File: src/rtl/bpc_pkg.sv
// Package: constants shared by the banked pending controller.
// Assumes exception numbering with external interrupts starting at 16.
package bpc_pkg;
    localparam int unsigned FIRST_EXT   = 16;
    localparam int unsigned EXC_NMI     = 2;
    localparam int unsigned EXC_HARD    = 3;
    localparam int unsigned EXC_MEM     = 4;
    localparam int unsigned EXC_PENDSV  = 14;
    localparam int unsigned EXC_SYSTICK = 15;

    localparam logic [11:0] OFS_CTRL = 12'hD04;
    localparam logic [11:0] OFS_TRIG = 12'hF00;

    localparam int unsigned B_NMI_SET  = 31;
    localparam int unsigned B_PSV_SET  = 28;
    localparam int unsigned B_PSV_CLR  = 27;
    localparam int unsigned B_TICK_SET = 26;
    localparam int unsigned B_TICK_CLR = 25;

    // True for the numbers that hold a secure and a non-secure copy.
    function automatic logic is_banked(int unsigned n);
        return (n == 3) || (n == 4) || (n == 6) || (n == 11) || (n == 14) || (n == 15);
    endfunction
endpackage

File: src/rtl/bpc_reg_decode.sv
// Module: decodes control-state and software-trigger writes into set/clear masks.
// Assumes a single-cycle write strobe; produces no state of its own.
module bpc_reg_decode #(
    parameter int unsigned NUM_EXC = 24,
    parameter bit          HAS_SEC = 1'b1
) (
    input  logic               wr_en,
    input  logic [11:0]        wr_addr,
    input  logic [31:0]        wr_data,
    input  logic               wr_secure,
    output logic [NUM_EXC-1:0] set_s,
    output logic [NUM_EXC-1:0] clr_s,
    output logic [NUM_EXC-1:0] set_ns,
    output logic [NUM_EXC-1:0] clr_ns
);
    import bpc_pkg::*;

    logic       bank_sec;
    logic [9:0] trig_num;
    logic       unused_bits;

    assign bank_sec    = HAS_SEC && wr_secure;
    assign trig_num    = {1'b0, wr_data[8:0]} + 10'(FIRST_EXT);
    assign unused_bits = ^{wr_data[30:29], wr_data[24:9]};

    // Purpose: turn one register write into per-bank set and clear masks.
    always_comb begin
        set_s  = '0;
        clr_s  = '0;
        set_ns = '0;
        clr_ns = '0;
        if (wr_en && wr_addr == OFS_CTRL) begin
            if (wr_data[B_NMI_SET]) set_ns[EXC_NMI] = 1'b1;
            if (wr_data[B_PSV_SET]) begin
                if (bank_sec) set_s[EXC_PENDSV] = 1'b1; else set_ns[EXC_PENDSV] = 1'b1;
            end else if (wr_data[B_PSV_CLR]) begin
                if (bank_sec) clr_s[EXC_PENDSV] = 1'b1; else clr_ns[EXC_PENDSV] = 1'b1;
            end
            if (wr_data[B_TICK_SET]) begin
                if (bank_sec) set_s[EXC_SYSTICK] = 1'b1; else set_ns[EXC_SYSTICK] = 1'b1;
            end else if (wr_data[B_TICK_CLR]) begin
                if (bank_sec) clr_s[EXC_SYSTICK] = 1'b1; else clr_ns[EXC_SYSTICK] = 1'b1;
            end
        end
        if (wr_en && wr_addr == OFS_TRIG) begin
            for (int n = FIRST_EXT; n < NUM_EXC; n++) begin
                if (trig_num == 10'(n)) set_ns[n] = 1'b1;
            end
        end
    end
endmodule

File: src/rtl/bpc_fault_path.sv
// Module: validates fault-side requests and escalates untakeable faults.
// Assumes enable/priority are shared by both copies of a banked number.
module bpc_fault_path #(
    parameter int unsigned NUM_EXC = 24,
    parameter int unsigned PRIO_W  = 3,
    parameter int unsigned IDX_W   = 5,
    parameter bit          HAS_SEC = 1'b1
) (
    input  logic                      req_valid,
    input  logic                      req_clear,
    input  logic [IDX_W-1:0]          req_num,
    input  logic                      req_secure,
    input  logic [NUM_EXC-1:0]        exc_enable,
    input  logic [NUM_EXC*PRIO_W-1:0] exc_prio,
    input  logic [PRIO_W-1:0]         run_prio,
    input  logic                      hf_ns_route,
    output logic [NUM_EXC-1:0]        set_s,
    output logic [NUM_EXC-1:0]        clr_s,
    output logic [NUM_EXC-1:0]        set_ns,
    output logic [NUM_EXC-1:0]        clr_ns,
    output logic                      bad_req,
    output logic                      escalate
);
    import bpc_pkg::*;

    int unsigned       num_u;
    logic              legal;
    logic              sync_fault;
    logic              hf_sec;
    logic              r_en;
    logic [PRIO_W-1:0] r_prio;

    // Purpose: look up enable and priority of the addressed number.
    always_comb begin
        r_en   = 1'b0;
        r_prio = '0;
        for (int n = 0; n < NUM_EXC; n++) begin
            if (req_num == IDX_W'(n)) begin
                r_en   = exc_enable[n];
                r_prio = exc_prio[n*PRIO_W +: PRIO_W];
            end
        end
    end

    // Purpose: check legality, decide escalation and build the masks.
    always_comb begin
        num_u      = 32'(req_num);
        legal      = (num_u >= EXC_NMI) && (num_u < NUM_EXC) &&
                     (!req_secure || (HAS_SEC && is_banked(num_u)));
        sync_fault = (num_u >= EXC_MEM) && (num_u < EXC_PENDSV);
        hf_sec     = HAS_SEC && (req_secure || !hf_ns_route);
        bad_req    = req_valid && !legal;
        escalate   = req_valid && legal && !req_clear && sync_fault &&
                     (!r_en || (r_prio >= run_prio));
        set_s  = '0;
        clr_s  = '0;
        set_ns = '0;
        clr_ns = '0;
        if (req_valid && legal) begin
            if (escalate) begin
                if (hf_sec) set_s[EXC_HARD] = 1'b1; else set_ns[EXC_HARD] = 1'b1;
            end else begin
                for (int n = 0; n < NUM_EXC; n++) begin
                    if (req_num == IDX_W'(n)) begin
                        if (req_clear && req_secure)  clr_s[n]  = 1'b1;
                        if (req_clear && !req_secure) clr_ns[n] = 1'b1;
                        if (!req_clear && req_secure)  set_s[n]  = 1'b1;
                        if (!req_clear && !req_secure) set_ns[n] = 1'b1;
                    end
                end
            end
        end
    end
endmodule

File: src/rtl/bpc_irq_edge.sv
// Module: detects rising levels on the external interrupt lines.
// Assumes lines are synchronous to clk; previous levels clear on reset.
module bpc_irq_edge #(
    parameter int unsigned NUM_EXT = 8,
    parameter int unsigned NUM_EXC = 24
) (
    input  logic               clk,
    input  logic               rst_n,
    input  logic [NUM_EXT-1:0] irq_level,
    output logic [NUM_EXC-1:0] set_ns
);
    import bpc_pkg::*;

    logic [NUM_EXT-1:0] irq_q;

    // Purpose: remember last cycle's levels for edge detection.
    always_ff @(posedge clk) begin
        if (!rst_n) irq_q <= '0;
        else        irq_q <= irq_level;
    end

    assign set_ns[FIRST_EXT-1:0]       = '0;
    assign set_ns[NUM_EXC-1:FIRST_EXT] = irq_level & ~irq_q;
endmodule

File: src/rtl/bpc_arbiter.sv
// Module: picks the best pending, enabled entry across both banks.
// Assumes numbers 2 and 3 are always enabled and outrank all others.
module bpc_arbiter #(
    parameter int unsigned NUM_EXC = 24,
    parameter int unsigned PRIO_W  = 3,
    parameter int unsigned IDX_W   = 5
) (
    input  logic [NUM_EXC-1:0]        pend_s,
    input  logic [NUM_EXC-1:0]        pend_ns,
    input  logic [NUM_EXC-1:0]        exc_enable,
    input  logic [NUM_EXC*PRIO_W-1:0] exc_prio,
    output logic                      sel_valid,
    output logic [IDX_W-1:0]          sel_num,
    output logic                      sel_secure
);
    logic [PRIO_W:0] best;
    logic [PRIO_W:0] key;
    logic            elig;

    // Purpose: scan ascending numbers, keep the first strictly better key.
    always_comb begin
        sel_valid  = 1'b0;
        sel_num    = '0;
        sel_secure = 1'b0;
        best       = '1;
        for (int n = 0; n < NUM_EXC; n++) begin
            key  = (n <= 3) ? '0 : {1'b1, exc_prio[n*PRIO_W +: PRIO_W]};
            elig = (n <= 3) || exc_enable[n];
            if (elig && pend_s[n] && (!sel_valid || key < best)) begin
                sel_valid = 1'b1; sel_num = IDX_W'(n); sel_secure = 1'b1; best = key;
            end
            if (elig && pend_ns[n] && (!sel_valid || key < best)) begin
                sel_valid = 1'b1; sel_num = IDX_W'(n); sel_secure = 1'b0; best = key;
            end
        end
    end
endmodule

File: src/rtl/bpc_pend_ctrl.sv
// Module: top of the banked pending controller; holds both pending vectors,
// the error flag and the sticky forced-escalation status.
// Assumes all request sources are synchronous to clk; set wins over clear.
module bpc_pend_ctrl #(
    parameter  int unsigned NUM_EXT = 8,
    parameter  int unsigned PRIO_W  = 3,
    parameter  bit          HAS_SEC = 1'b1,
    localparam int unsigned NUM_EXC = 16 + NUM_EXT,
    localparam int unsigned IDX_W   = $clog2(NUM_EXC)
) (
    input  logic                      clk,
    input  logic                      rst_n,
    input  logic                      reg_wr_en,
    input  logic [11:0]               reg_wr_addr,
    input  logic [31:0]               reg_wr_data,
    input  logic                      reg_wr_secure,
    input  logic                      req_valid,
    input  logic                      req_clear,
    input  logic [IDX_W-1:0]          req_num,
    input  logic                      req_secure,
    input  logic [NUM_EXT-1:0]        irq_level,
    input  logic [NUM_EXC-1:0]        exc_enable,
    input  logic [NUM_EXC*PRIO_W-1:0] exc_prio,
    input  logic [PRIO_W-1:0]         run_prio,
    input  logic                      hf_ns_route,
    output logic [NUM_EXC-1:0]        pend_s_o,
    output logic [NUM_EXC-1:0]        pend_ns_o,
    output logic                      pend_valid,
    output logic [IDX_W-1:0]          pend_num,
    output logic                      pend_secure,
    output logic                      req_err,
    output logic                      hf_forced
);
    logic [NUM_EXC-1:0] dec_set_s, dec_clr_s, dec_set_ns, dec_clr_ns;
    logic [NUM_EXC-1:0] flt_set_s, flt_clr_s, flt_set_ns, flt_clr_ns;
    logic [NUM_EXC-1:0] irq_set_ns;
    logic [NUM_EXC-1:0] pend_s, pend_ns;
    logic               bad_req, escalate;

    bpc_reg_decode #(.NUM_EXC(NUM_EXC), .HAS_SEC(HAS_SEC)) dec_i (
        .wr_en(reg_wr_en), .wr_addr(reg_wr_addr), .wr_data(reg_wr_data),
        .wr_secure(reg_wr_secure), .set_s(dec_set_s), .clr_s(dec_clr_s),
        .set_ns(dec_set_ns), .clr_ns(dec_clr_ns));

    bpc_fault_path #(.NUM_EXC(NUM_EXC), .PRIO_W(PRIO_W), .IDX_W(IDX_W),
                     .HAS_SEC(HAS_SEC)) flt_i (
        .req_valid(req_valid), .req_clear(req_clear), .req_num(req_num),
        .req_secure(req_secure), .exc_enable(exc_enable), .exc_prio(exc_prio),
        .run_prio(run_prio), .hf_ns_route(hf_ns_route), .set_s(flt_set_s),
        .clr_s(flt_clr_s), .set_ns(flt_set_ns), .clr_ns(flt_clr_ns),
        .bad_req(bad_req), .escalate(escalate));

    bpc_irq_edge #(.NUM_EXT(NUM_EXT), .NUM_EXC(NUM_EXC)) irq_i (
        .clk(clk), .rst_n(rst_n), .irq_level(irq_level), .set_ns(irq_set_ns));

    // Purpose: merge all sources into both pending vectors and status bits.
    always_ff @(posedge clk) begin
        if (!rst_n) begin
            pend_s    <= '0;
            pend_ns   <= '0;
            req_err   <= 1'b0;
            hf_forced <= 1'b0;
        end else begin
            pend_s    <= (pend_s & ~(dec_clr_s | flt_clr_s)) | dec_set_s | flt_set_s;
            pend_ns   <= (pend_ns & ~(dec_clr_ns | flt_clr_ns)) |
                         dec_set_ns | flt_set_ns | irq_set_ns;
            req_err   <= bad_req;
            hf_forced <= hf_forced | escalate;
        end
    end

    assign pend_s_o  = pend_s;
    assign pend_ns_o = pend_ns;

    bpc_arbiter #(.NUM_EXC(NUM_EXC), .PRIO_W(PRIO_W), .IDX_W(IDX_W)) arb_i (
        .pend_s(pend_s), .pend_ns(pend_ns), .exc_enable(exc_enable),
        .exc_prio(exc_prio), .sel_valid(pend_valid), .sel_num(pend_num),
        .sel_secure(pend_secure));
endmodule

File: config.mk
export PLATFORM = sky130hd
export DESIGN_NAME = bpc_pend_ctrl
export DESIGN_NICKNAME = d
export VERILOG_FILES = /design/src/rtl/bpc_pkg.sv /design/src/rtl/bpc_reg_decode.sv /design/src/rtl/bpc_fault_path.sv /design/src/rtl/bpc_irq_edge.sv /design/src/rtl/bpc_arbiter.sv /design/src/rtl/bpc_pend_ctrl.sv
export SDC_FILE = /design/constraint.sdc
export NUM_CORES = 1
export LEC_CHECK = 0
export CORE_MARGIN = 8
export CORE_UTILIZATION = 40
export CTS_CLUSTER_DIAMETER = 120
export CTS_CLUSTER_SIZE = 30
export DETAILED_ROUTE_END_ITERATION = 12
export GPL_TIMING_DRIVEN = 0
export PLACE_DENSITY = 0.65
export RECOVER_POWER = 50
export REMOVE_ABC_BUFFERS = 1
export SLEW_MARGIN = 40
export SYNTH_ARGS = -nofsm -noshare
export SYNTH_HDL_FRONTEND = slang
export SYNTH_HIERARCHICAL = 1
export SYNTH_SLANG_ARGS = --single-unit
export TNS_END_PERCENT = 20
File: constraint.sdc
create_clock -name clk -period 225.3 [get_ports clk]
set_input_delay 67.59 -clock clk [delete_from_list [all_inputs] [get_ports clk]]
set_output_delay 67.59 -clock clk [all_outputs]
set_load 0.02 [all_outputs]
* After elaboration in Yosys (flattened, before gate mapping)
Cells that the tools add are included. Widths: inputs -> output; s select.
Word-level totals: flip-flop bits (word level) 58, input port bits 164, output and inout bits 57, logic and storage cells 693
Operators by class: $add $sub $neg 1, magnitude comparators 52, equality and inequality tests 33, multiplexer cells 379, bitwise gates (word level) 14, reductions and logical operators 209
Operator list (count):
- $mux 1 | 248
- $mux 5 | 45
- $mux 4 | 47
- $lt 4x4->1 | 40
- $mux 24 | 6
- $logic_and 1x1->1 | 101
- $or 24x24->24 | 4
- $eq 10x5->1 const B | 8
- $mux 3 | 26
- $logic_or 1x1->1 | 55
- $logic_not 1->1 | 52
- $and 24x24->24 | 2
- $not 24->24 | 2
- $or 16x24->24 | 2
- $eq 5x4->1 const B | 8
- $eq 5x5->1 const B | 8
- $mux 20 | 2
- $lt 1x4->1 const A | 7
- $eq 12x12->1 const B | 2
- $or 24x16->24 | 1
- $eq 5x3->1 const B | 4
- $add 9x5->10 const B | 1
- $eq 5x2->1 const B | 2
- $and 8x8->8 | 1
- other kinds (11) | 14

* Depth between registers and ports, before layout
Gate-level depths: netlist (run 1).
word-level depth 189, mapped depth 261, mapped depth without buffers 257

* Hierarchy
Netlist (run 1), hierarchy kept.
By module, submodules not included:
- bpc_arbiter | instances 1, cells an instance 1031, area each 6889.1 um^2, seq. area each 0.0 um^2
- bpc_fault_path | instances 1, cells an instance 352, area each 2223.4 um^2, seq. area each 0.0 um^2
- bpc_pend_ctrl | instances 1, cells an instance 154, area each 1915.6 um^2, seq. area each 1001.0 um^2
- bpc_reg_decode | instances 1, cells an instance 120, area each 879.6 um^2, seq. area each 0.0 um^2
- bpc_irq_edge | instances 1, cells an instance 41, area each 384.1 um^2, seq. area each 160.2 um^2

* Least setup slack after synthesis (run 1)
No wires, ideal clock.
path type input -> output, from input exc_enable[4], to output pend_num[3], data arrival time 111608 ps, required time 157710 ps, setup slack 46102 ps, cell stages on the path 239, path buffers 3, cell sequence o21ai_2 o21ai_0 ha_1 a211oi_1 o211a_1 nand2_1 o21ai_0 inv_1 ha_1 a211oi_1 o211ai_2 a21oi_1 mux2i_1 ha_1 a21oi_1 a21oi_1 nor3_1 o31a_1 [203 not listed] o21ai_0 nand3_1 a21oi_1 a21boi_1 nor3_2 mux2i_1 ha_1 a21oi_1 nand2_1 nand2_1 nand3_1 a31oi_4 mux2_2 ha_1 a211oi_1 o211ai_1 nor2_1 nor4_1
On the way: longest elaborated chain between the ends 159, elaborated cells between the ends (all ways) 277, classes of those cells order compare: 39; mux: 118; reduce/logical: 120
RTL lines:
- from (decl) | RTL line bpc_pend_ctrl.sv:22 | input logic [NUM_EXC-1:0] exc_enable,
- $logic_and 1x1->1 (2 in a row) | RTL line bpc_arbiter.sv:29 | if (elig && pend_s[n] && (!sel_valid || key < best)) begin
- $mux 4 or $mux 1 (tied branches) | RTL line bpc_arbiter.sv:29
- $lt 4x4->1 or $logic_not 1->1 (tied branches) | RTL line bpc_arbiter.sv:32 | if (elig && pend_ns[n] && (!sel_valid || key < best)) begin
- $logic_or 1x1->1 | RTL line bpc_arbiter.sv:32
- $logic_and 1x1->1 | RTL line bpc_arbiter.sv:32
- $mux 4 or $mux 1 (tied branches) | RTL line bpc_arbiter.sv:32
- $lt 4x4->1 or $logic_not 1->1 (tied branches) | RTL line bpc_arbiter.sv:29
- $logic_or 1x1->1 | RTL line bpc_arbiter.sv:29
- [142 not listed]
- $lt 4x4->1 or $logic_not 1->1 (tied branches) | RTL line bpc_arbiter.sv:29
- $logic_or 1x1->1 | RTL line bpc_arbiter.sv:29
- $logic_and 1x1->1 | RTL line bpc_arbiter.sv:29
- $mux 4 or $mux 1 (tied branches) | RTL line bpc_arbiter.sv:29
- $lt 4x4->1 or $logic_not 1->1 (tied branches) | RTL line bpc_arbiter.sv:32
- $logic_or 1x1->1 | RTL line bpc_arbiter.sv:32
- $logic_and 1x1->1 | RTL line bpc_arbiter.sv:32
- $mux 5 * | RTL line bpc_arbiter.sv:32
- to (decl) | RTL line bpc_pend_ctrl.sv:29 | output logic [IDX_W-1:0] pend_num,
Mark *: on every way between the ends. The rest lies on a longest branch, timed or not.

* Final worst setup path (run 1)
Ends and elaborated chain as after synthesis.

==> results.yml, run 1 <==
power_and_ir_drop:
  p_switching_uw: 17.4
  swShare_pct: 39.1
  ir_drop_mv: 0.00282
  p_per_area_mw_per_mm2: 3.11
  p_comb_share_pct: 40.4
  power_leakage_nw: 5.29
  seqPwrFrac_pct: 26.6
  p_clk_share_pct: 33.0
  power.internal_uw: 27.1
die:
  core_mm2: 0.0304
  io_pins: 221
  die_h_um: 191
  start_util_pct: 40.4
  die_area_mm2: 0.0366
  fp-row-count: 64
  die_w_um: 191
critical_path:
  worstPathArrival_ns: 119.74
  critPathKind: "in2out"
  startpoint_type: "input pin"
  critical-path-slowest-cell: "clkdlybuf4s50_1"
  r2r_cells: 2
  cpMostUsedCell: "ha_1"
  worstPathMaxFanout: 10
  required_ns: 157.71
  worstSetupEndpointType: "primary output"
  slowest_delay_ns: 0.71
  ff2ff_setup_slack_ns: 224.33
clocking:
  cts_resized: 0
  clock_path_buffers: 2
  clkLatencyLatePin_ns: 0.35
  cts_tree: "yes"
  cts_made_buffers: 9
  post_cts_buffers: 0
  cts_root_buffer: "clkbuf_16"
  clkSlewWorstSetupHoldPaths_ns: 0.06
  htree_levels: 3
  holdBufCountCts: 0
  numClockSinks: 58
layout:
  drive_above_1_share_pct: 8.83
  multi_input_area_mm2: 0.0101
  final_common_cell: "nor2_1"
  area_growth_pct: 16.3
  fillers: 3057
  layout.nets: 2063
  final_cell_mix: "nor2_1 (170), clkdlybuf4s50_1 (168), nand2_1 (140), conb_1 (135), o21ai_0 (97)"
  regArea_mm2: 0.00116
  fin_util_pct: 47.0
timing:
  hold_viol: 0
  finalSetupTns_ns: 0
  clock_skew_ns: 0.00786
  rsz0062_at_grt: "false"
  period_minus_slack_ns: 187.33
  max_slew_margin_pct: -63.6
  setup_violations: 0
  worst_pin_slew_ns: 2.45
  clock.fmax_mhz: 5.34
  period_share_pct: 83.1
  slew_viol_final: 46
drt:
  vias: 13500
  viasPerCell: 5.97
  routed_wl_um: 46000
  dr.pass1.iters: 5
  postRouteAntennaNets: 0
  drt_iter0_drc: 1294
  wl_per_cell_um: 20.4
  drc_errors: 0
logic_synthesis:
  async_flop_share_pct: 0
  synth_edf_count: 0
  yosys.cell_types.count: 129
  syn_avg_cell_area_um2: 7.24
  seq_area_frac_synth_pct: 9.45
  ys_warn_count: 6
  ys.flop_type: "dfxtp_1"
  postSynthCellCount: 1698
  synth_area_mm2: 0.0123
  synth-seq-cells: 58
status:
  status: "finished with violations"
  violations: "capacitance limit, slew limit"
global_routing:
  grt_usage_pct: 24.2
  antenna_found_initial: 10
  grt_pass1_vias: 12800
  grt_max_degree: 71
  grt_pass1_wl_um: 71000
  grt_overflow: 0
place:
  dpl.hpwl_um: 36600
  place.gp.congestion: 0.922
  port_buffers: 202
min_path:
  holdPathStages: 1
  min_path_type: "reg2reg"
job:
  cap_viol_max_count: 1
==> per-stage QoR <==
step	hold WS (ns)	cells	power, mW	worst slack [ns]	cell area, µm²
global placement	0.478	2235	0.0297	39.03	14000
global route	0.509	2255	0.0467	33.55	14300
CTS	0.505	2253	0.0446	38.49	14300
floorplan	0.526	1637	0.0209	45.97	11500
finish	0.497	2256	0.0445	37.97	14300
detailed placement	0.480	2237	0.0298	38.65	14000
==> power by group through the flow <==
stage	clock network (mW)	logic (mW)	registers (mW)
after detailed placement	0	0.0178	0.0121
after global routing	0.0153	0.0195	0.0119
after CTS	0.0149	0.0179	0.0118
after global placement	0	0.0176	0.0120
after floorplan	0	0.00845	0.0125
final	0.0147	0.0180	0.0118
==> critical path: cells and delay by family <==
kind                       cells  cell delay, ns
adders and majority gates     36            8.23
AOI/OAI and AO/OA             99           22.47
and+or+nand+nor               58           12.19
muxes                         24            6.55
buffers and inverters         22            2.65
==> metal layers <==
layer / vias up / track usage [%] / wire length [µm]
met1: 6349 / 32.2 / 20800
met4: 14 / 8.56 / 1290
met5: - / 0 / 91
met2: 510 / 37.9 / 20200
met3: 88 / 5.56 / 3620
li1: 6504 / - / -
==> cells in the mapped netlist, types with 21 or more instances <==
cell type	instances	share of area (%)
nor2_1	170	5.2
nand2_1	142	4.3
buf_4	139	8.5
o21ai_0	97	3.9
a21oi_1	96	3.9
inv_1	68	2.1
nand3_1	60	2.4
dfxtp_1	58	9.4
nor3_1	53	2.2
nor3b_1	53	3.2
ha_1	47	4.8
mux2i_1	45	3.7
nand2b_1	32	1.6
o31a_1	32	2.3
and2_1	27	1.4
o41a_1	25	2.3
a211oi_1	23	1.4
clkbuf_1	22	0.67
buf_2	21	0.86
mux2_2	21	1.9
nor2b_1	21	1.1
==> cells by family after synthesis <==
| group | Yosys count | share of synthesized area (%) |
|---|---|---|
| buf+inv | 262 | 12.9 |
| other cells | 3 | 0.0916 |
| compound gates | 528 | 33.1 |
| flops | 58 | 9.45 |
| fa+ha+maj | 55 | 5.45 |
| mux | 75 | 6.97 |
| simple gates | 717 | 32.0 |
==> registers in the layout (all words and copies together) (netlist names) <==
| name | cells |
|---|---|
| req_err | 1 |
| irq_i/irq_q | 8 |
| pend_ns_o | 24 |
| hf_forced | 1 |
| pend_s_o | 24 |
==> worst paths after layout <==
| kind | endpoint | startpoint |
|---|---|---|
| hold / removal | hf_forced | hf_forced |
| setup reg to reg | pend_ns_o[12] | pend_ns_o[12] |
| hold reg to reg | hf_forced | hf_forced |
| setup / recovery | pend_num[3] | exc_enable[4] |
==> cell type report <==
cell class	count	share of cell area (%)
repair buffers	204	14.1
diodes	3	0.0525
inverters	69	1.81
clock buffers	10	1.60
multi-input cells	1510	70.4
well taps	396	3.47
clock inverters	6	0.403
flip-flops and latches	58	8.12
Note: power is estimated with default switching activity, not from simulation.
==> run 2, diff against run 1 <==
--- a/config.mk
+++ b/config.mk
@@ -11,7 +11,7 @@
 export CTS_CLUSTER_SIZE = 30
 export DETAILED_ROUTE_END_ITERATION = 12
 export GPL_TIMING_DRIVEN = 0
-export PLACE_DENSITY = 0.65
+export PLACE_DENSITY = 0.67
 export RECOVER_POWER = 50
 export REMOVE_ABC_BUFFERS = 1
 export SLEW_MARGIN = 40
==> constraint.sdc (replaced) <==
create_clock -name clk -period 162.5 [get_ports clk]
set_input_delay 48.75 -clock clk [delete_from_list [all_inputs] [get_ports clk]]
set_output_delay 48.75 -clock clk [all_outputs]
set_load 0.02 [all_outputs]
==> results.yml, run 2 (synthesized netlist as in run 1, its figures left out) <==
job:
  cap_viol_max_count: 1
global_routing:
  grt_usage_pct: 24.3
  antenna_found_initial: 6
  grt_pass1_vias: 12900
  grt_overflow: 0
  grt_max_degree: 71
  grt_pass1_wl_um: 71100
critical_path:
  r2r-start: "pend_ns_o[15]"
  crit_end: "pend_num[3]"
  worstPathMaxFanout: 10
  required_ns: 113.75
  critPathLaunch: "exc_enable[4]"
  cpMostUsedCell: "ha_1"
  slowest_delay_ns: 0.71
  worstPathArrival_ns: 100.63
  cp_top_family: "compound AO/OA/AOI/OAI gates"
  ff2ff_setup_slack_ns: 161.51
  critPathKind: "in2out"
  worstSetupEndpointType: "primary output"
  r2r_cells: 2
  startpoint_type: "input pin"
  crit_buf_inv: 22
  reg2reg_to: "pend_ns_o[15]"
  critical-path-slowest-cell: "clkdlybuf4s50_1"
  cp.depth: 239
clocking:
  cts_made_buffers: 9
  cts_root_buffer: "clkbuf_16"
  post_cts_buffers: 0
  clkSlewWorstSetupHoldPaths_ns: 0.06
  cts_tree: "yes"
  holdBufCountCts: 0
  numClockSinks: 58
  htree_levels: 3
  cts_resized: 0
  clkLatencyLatePin_ns: 0.36
  clock_path_buffers: 2
die:
  die_h_um: 191
  io_pins: 221
  die_w_um: 191
  die_area_mm2: 0.0366
  fp-row-count: 64
  start_util_pct: 40.4
  core_mm2: 0.0304
power_and_ir_drop:
  swShare_pct: 39.9
  p_comb_share_pct: 39.6
  finalPower_uw: 62.9
  power_leakage_nw: 5.28
  ir_drop_mv: 0.00407
  p_clk_share_pct: 34.3
  p_per_area_mw_per_mm2: 4.39
  p_switching_uw: 25.1
  power.internal_uw: 37.8
  seqPwrFrac_pct: 26.1
place:
  port_buffers: 202
  pre_cts_slack_ns: 13.57
  place.gp.congestion: 0.935
  dpl.hpwl_um: 36400
  place_inst: 2237
timing:
  clock_skew_ns: 0.0118
  worst_pin_slew_ns: 2.35
  layout_setup_ws_ns: 13.12
  setup_violations: 0
  period_share_pct: 91.9
  period_minus_slack_ns: 149.38
  holdWs_ns: 0.481
  slew_viol_final: 45
  finalSetupTns_ns: 0
  clock.fmax_mhz: 6.69
  hold_viol: 0
  rsz0062_at_grt: "false"
  max_slew_margin_pct: -56.9
min_path:
  min_path_type: "reg2reg"
  min_from: "hf_forced"
status:
  status: "finished with violations"
  violations: "capacitance limit, slew limit"
layout:
  drive_above_1_share_pct: 8.83
  final_cells: 2257
  area_growth_pct: 16.4
  final_cell_mix: "nor2_1 (170), clkdlybuf4s50_1 (168), nand2_1 (140), conb_1 (135), o21ai_0 (97)"
  layout.nets: 2063
  final_common_cell: "nor2_1"
drt:
  vias: 13600
  dr.pass1.iters: 6
  drt_iter0_drc: 1239
  routed_wl_um: 46100
  postRouteAntennaNets: 0
  wl_per_cell_um: 20.4
  viasPerCell: 6.01
  drc_errors: 0
run 2: stage by stage:
step	utilization, %	cell area, µm²
floorplan	-	11500
global placement	45.9	14000
detailed placement	46.1	14000
CTS	47.1	14300
global route	47.0	14300
finish	47.0	14300
run 2: worst register-to-register path: stages (launching register included):
cell and delay, ns:
dfxtp_1 0.40, nor3b_1 0.18, o41a_1 0.30
run 2: routing by layer:
metal  part of all wire (%)  global-route usage [%]  vias up
met5                  0.076                       0        -
met4                    2.8                    9.09        6
met3                    7.2                    3.92       84
met2                     45                    38.9      514
met1                     45                    32.3     6458
li1                       -                       -     6506
run 2: worst min path at each step:
stage / to / slack (ns) / cells after the start
finish: hf_forced / 0.48 / 1
global route: hf_forced / 0.50 / 1
CTS: hf_forced / 0.49 / 1
detailed placement: hf_forced / 0.46 / 1
global placement: hf_forced / 0.47 / 1
floorplan: pend_ns_o[16] / 0.53 / 2
run 2: cell type report:
class	count	area (µm²)
timing repair buffer	204	2020
inverter	69	259
tap	396	495
antenna	4	10.0
fill	3105	16100
sequential	58	1160
clock buffer	9	225
clock inverter	7	78.8
multi-input combinational	1510	10100
run 2: power groups by stage:
| stage | clock network (mW) | registers (mW) | logic, mW |
|---|---|---|---|
| global route | 0.0222 | 0.0166 | 0.0270 |
| floorplan | 0 | 0.0173 | 0.0117 |
| global placement | 0 | 0.0167 | 0.0244 |
| detailed placement | 0 | 0.0167 | 0.0246 |
| CTS | 0.0218 | 0.0164 | 0.0248 |
| finish | 0.0216 | 0.0164 | 0.0249 |
==> run 3, diff against run 2 <==
--- a/config.mk
+++ b/config.mk
@@ -14,7 +14,7 @@
 export PLACE_DENSITY = 0.67
 export RECOVER_POWER = 50
 export REMOVE_ABC_BUFFERS = 1
-export SLEW_MARGIN = 40
+export SLEW_MARGIN = 15
 export SYNTH_ARGS = -nofsm -noshare
 export SYNTH_HDL_FRONTEND = slang
 export SYNTH_HIERARCHICAL = 1
==> results.yml, run 3 (synthesized netlist as in run 1, its figures left out) <==
drt:
  drc_errors: 0
  dr.pass1.iters: 6
  wl_per_cell_um: 20.3
  drt_iter0_drc: 1275
  viasPerCell: 6.03
  postRouteAntennaNets: 0
  vias: 13600
  routed_wl_um: 45900
clocking:
  clock_path_buffers: 2
  htree_levels: 3
  cts_resized: 0
  cts_tree: "yes"
  post_cts_buffers: 0
  cts_made_buffers: 9
  numClockSinks: 58
  clkLatencyLatePin_ns: 0.36
  cts_root_buffer: "clkbuf_16"
  clkSlewWorstSetupHoldPaths_ns: 0.06
  holdBufCountCts: 0
power_and_ir_drop:
  finalPower_uw: 64.5
  p_comb_share_pct: 38.7
  ir_drop_mv: 0.00417
  power_leakage_nw: 5.31
  p_clk_share_pct: 35.9
  seqPwrFrac_pct: 25.4
  swShare_pct: 38.8
  p_switching_uw: 25.1
  power.internal_uw: 39.5
  p_per_area_mw_per_mm2: 4.50
timing:
  period_minus_slack_ns: 149.71
  hold_viol: 0
  setup_violations: 0
  holdWs_ns: 0.474
  clock.fmax_mhz: 6.68
  period_share_pct: 92.1
  finalSetupTns_ns: 0
  slew_viol_final: 59
  worst_pin_slew_ns: 3.28
  max_slew_margin_pct: -118
  clock_skew_ns: 0.00783
  rsz0062_at_grt: "false"
critical_path:
  slowest_delay_ns: 0.71
  worstPathArrival_ns: 100.96
  worstPathMaxFanout: 10
  required_ns: 113.75
  startpoint_type: "input pin"
  critical-path-slowest-cell: "clkdlybuf4s50_1"
  cpMostUsedCell: "ha_1"
  critPathKind: "in2out"
  worstSetupEndpointType: "primary output"
global_routing:
  use_met2_pct: 38.1
  grt.busiest_layer: "met2"
  grt_pass1_wl_um: 70800
  antenna_found_initial: 6
  grt_pass1_vias: 12900
  use_met3_pct: 4.96
  grt_usage_pct: 24.2
  grt_max_degree: 71
  met1_usage_pct: 31.7
  grt_overflow: 0
layout:
  fillers: 3105
  drive_above_1_share_pct: 8.62
  area_growth_pct: 16.8
  layout.nets: 2063
  final_cell_mix: "nor2_1 (170), clkdlybuf4s50_1 (170), nand2_1 (141), conb_1 (135), o21ai_0 (97)"
die:
  core_mm2: 0.0304
  io_pins: 221
  fp-row-count: 64
  start_util_pct: 40.4
  die_w_um: 191
  die_h_um: 191
  die_area_mm2: 0.0366
place:
  port_buffers: 202
  place.gp.congestion: 0.935
  dpl.hpwl_um: 36300
status:
  status: "finished with violations"
  violations: "capacitance limit, slew limit"
job:
  cap_viol_max_count: 1
min_path:
  min_path_type: "reg2reg"
==> run 3: changes by cell type in the layout (fill, tap and decap cells not counted), sizes merged <==
cell,before,now
inv,69,70
clkbuf,11,10
diode,4,2
buf,6,4
clkinvlp,3,2
bufinv,1,2
clkdlybuf4s50,168,170
clkinv,3,2
dlygate4sd3,28,29
==> run 3: area by class of cell <==
| cell class | count | area (µm²) | share of cell area, % |
|---|---|---|---|
| clock buffers | 9 | 225 | 1.57 |
| flip-flops and latches | 58 | 1160 | 8.09 |
| inverters | 69 | 259 | 1.80 |
| multi-input cells | 1510 | 10000 | 70.0 |
| repair buffers | 204 | 2060 | 14.3 |
| clock inverters | 7 | 101 | 0.706 |
| diodes | 2 | 5.00 | 0.0349 |
| well taps | 396 | 495 | 3.45 |
==> run 3: per-layer routing <==
metal | part of all wire, % | vias to the layer above
met5 | 0.12 | -
met4 | 3.4 | 8
met3 | 7.9 | 103
met2 | 45 | 558
met1 | 44 | 6436
li1 | - | 6502
==> run 3: power groups by stage <==
stage | clock network [mW] | logic, mW | registers, mW
after floorplan | 0 | 0.0117 | 0.0173
after global placement | 0 | 0.0244 | 0.0167
after detailed placement | 0 | 0.0246 | 0.0167
after CTS | 0.0234 | 0.0247 | 0.0164
after global routing | 0.0239 | 0.0272 | 0.0166
final | 0.0231 | 0.0250 | 0.0164
==> run 3: final timing paths <==
path                      start             to  slack, ns  cells past startpoint
setup reg to reg  pend_ns_o[15]  pend_ns_o[15]     161.49                      2
hold / removal        hf_forced      hf_forced       0.47                      1
hold reg to reg       hf_forced      hf_forced       0.47                      1
setup / recovery  exc_enable[4]    pend_num[3]      12.79                    240
==> run 3: worst max-delay path: cells and delay by family <==
kind | cells | cell delay [ns]
adders and majority gates | 36 | 8.24
and+or+nand+nor | 57 | 11.80
muxes | 24 | 6.69
buffers and inverters | 22 | 2.65
AOI/OAI and AO/OA | 101 | 22.81
==> run 3: through the flow <==
step	instances	setup slack, ns	area [µm²]	utilization [%]
finish	2255	12.79	14400	47.2
CTS	2253	13.37	14300	47.1
floorplan	1637	20.85	11500	-
global placement	2235	14.01	14000	45.9
detailed placement	2237	13.50	14000	46.1
global route	2255	8.74	14400	47.2
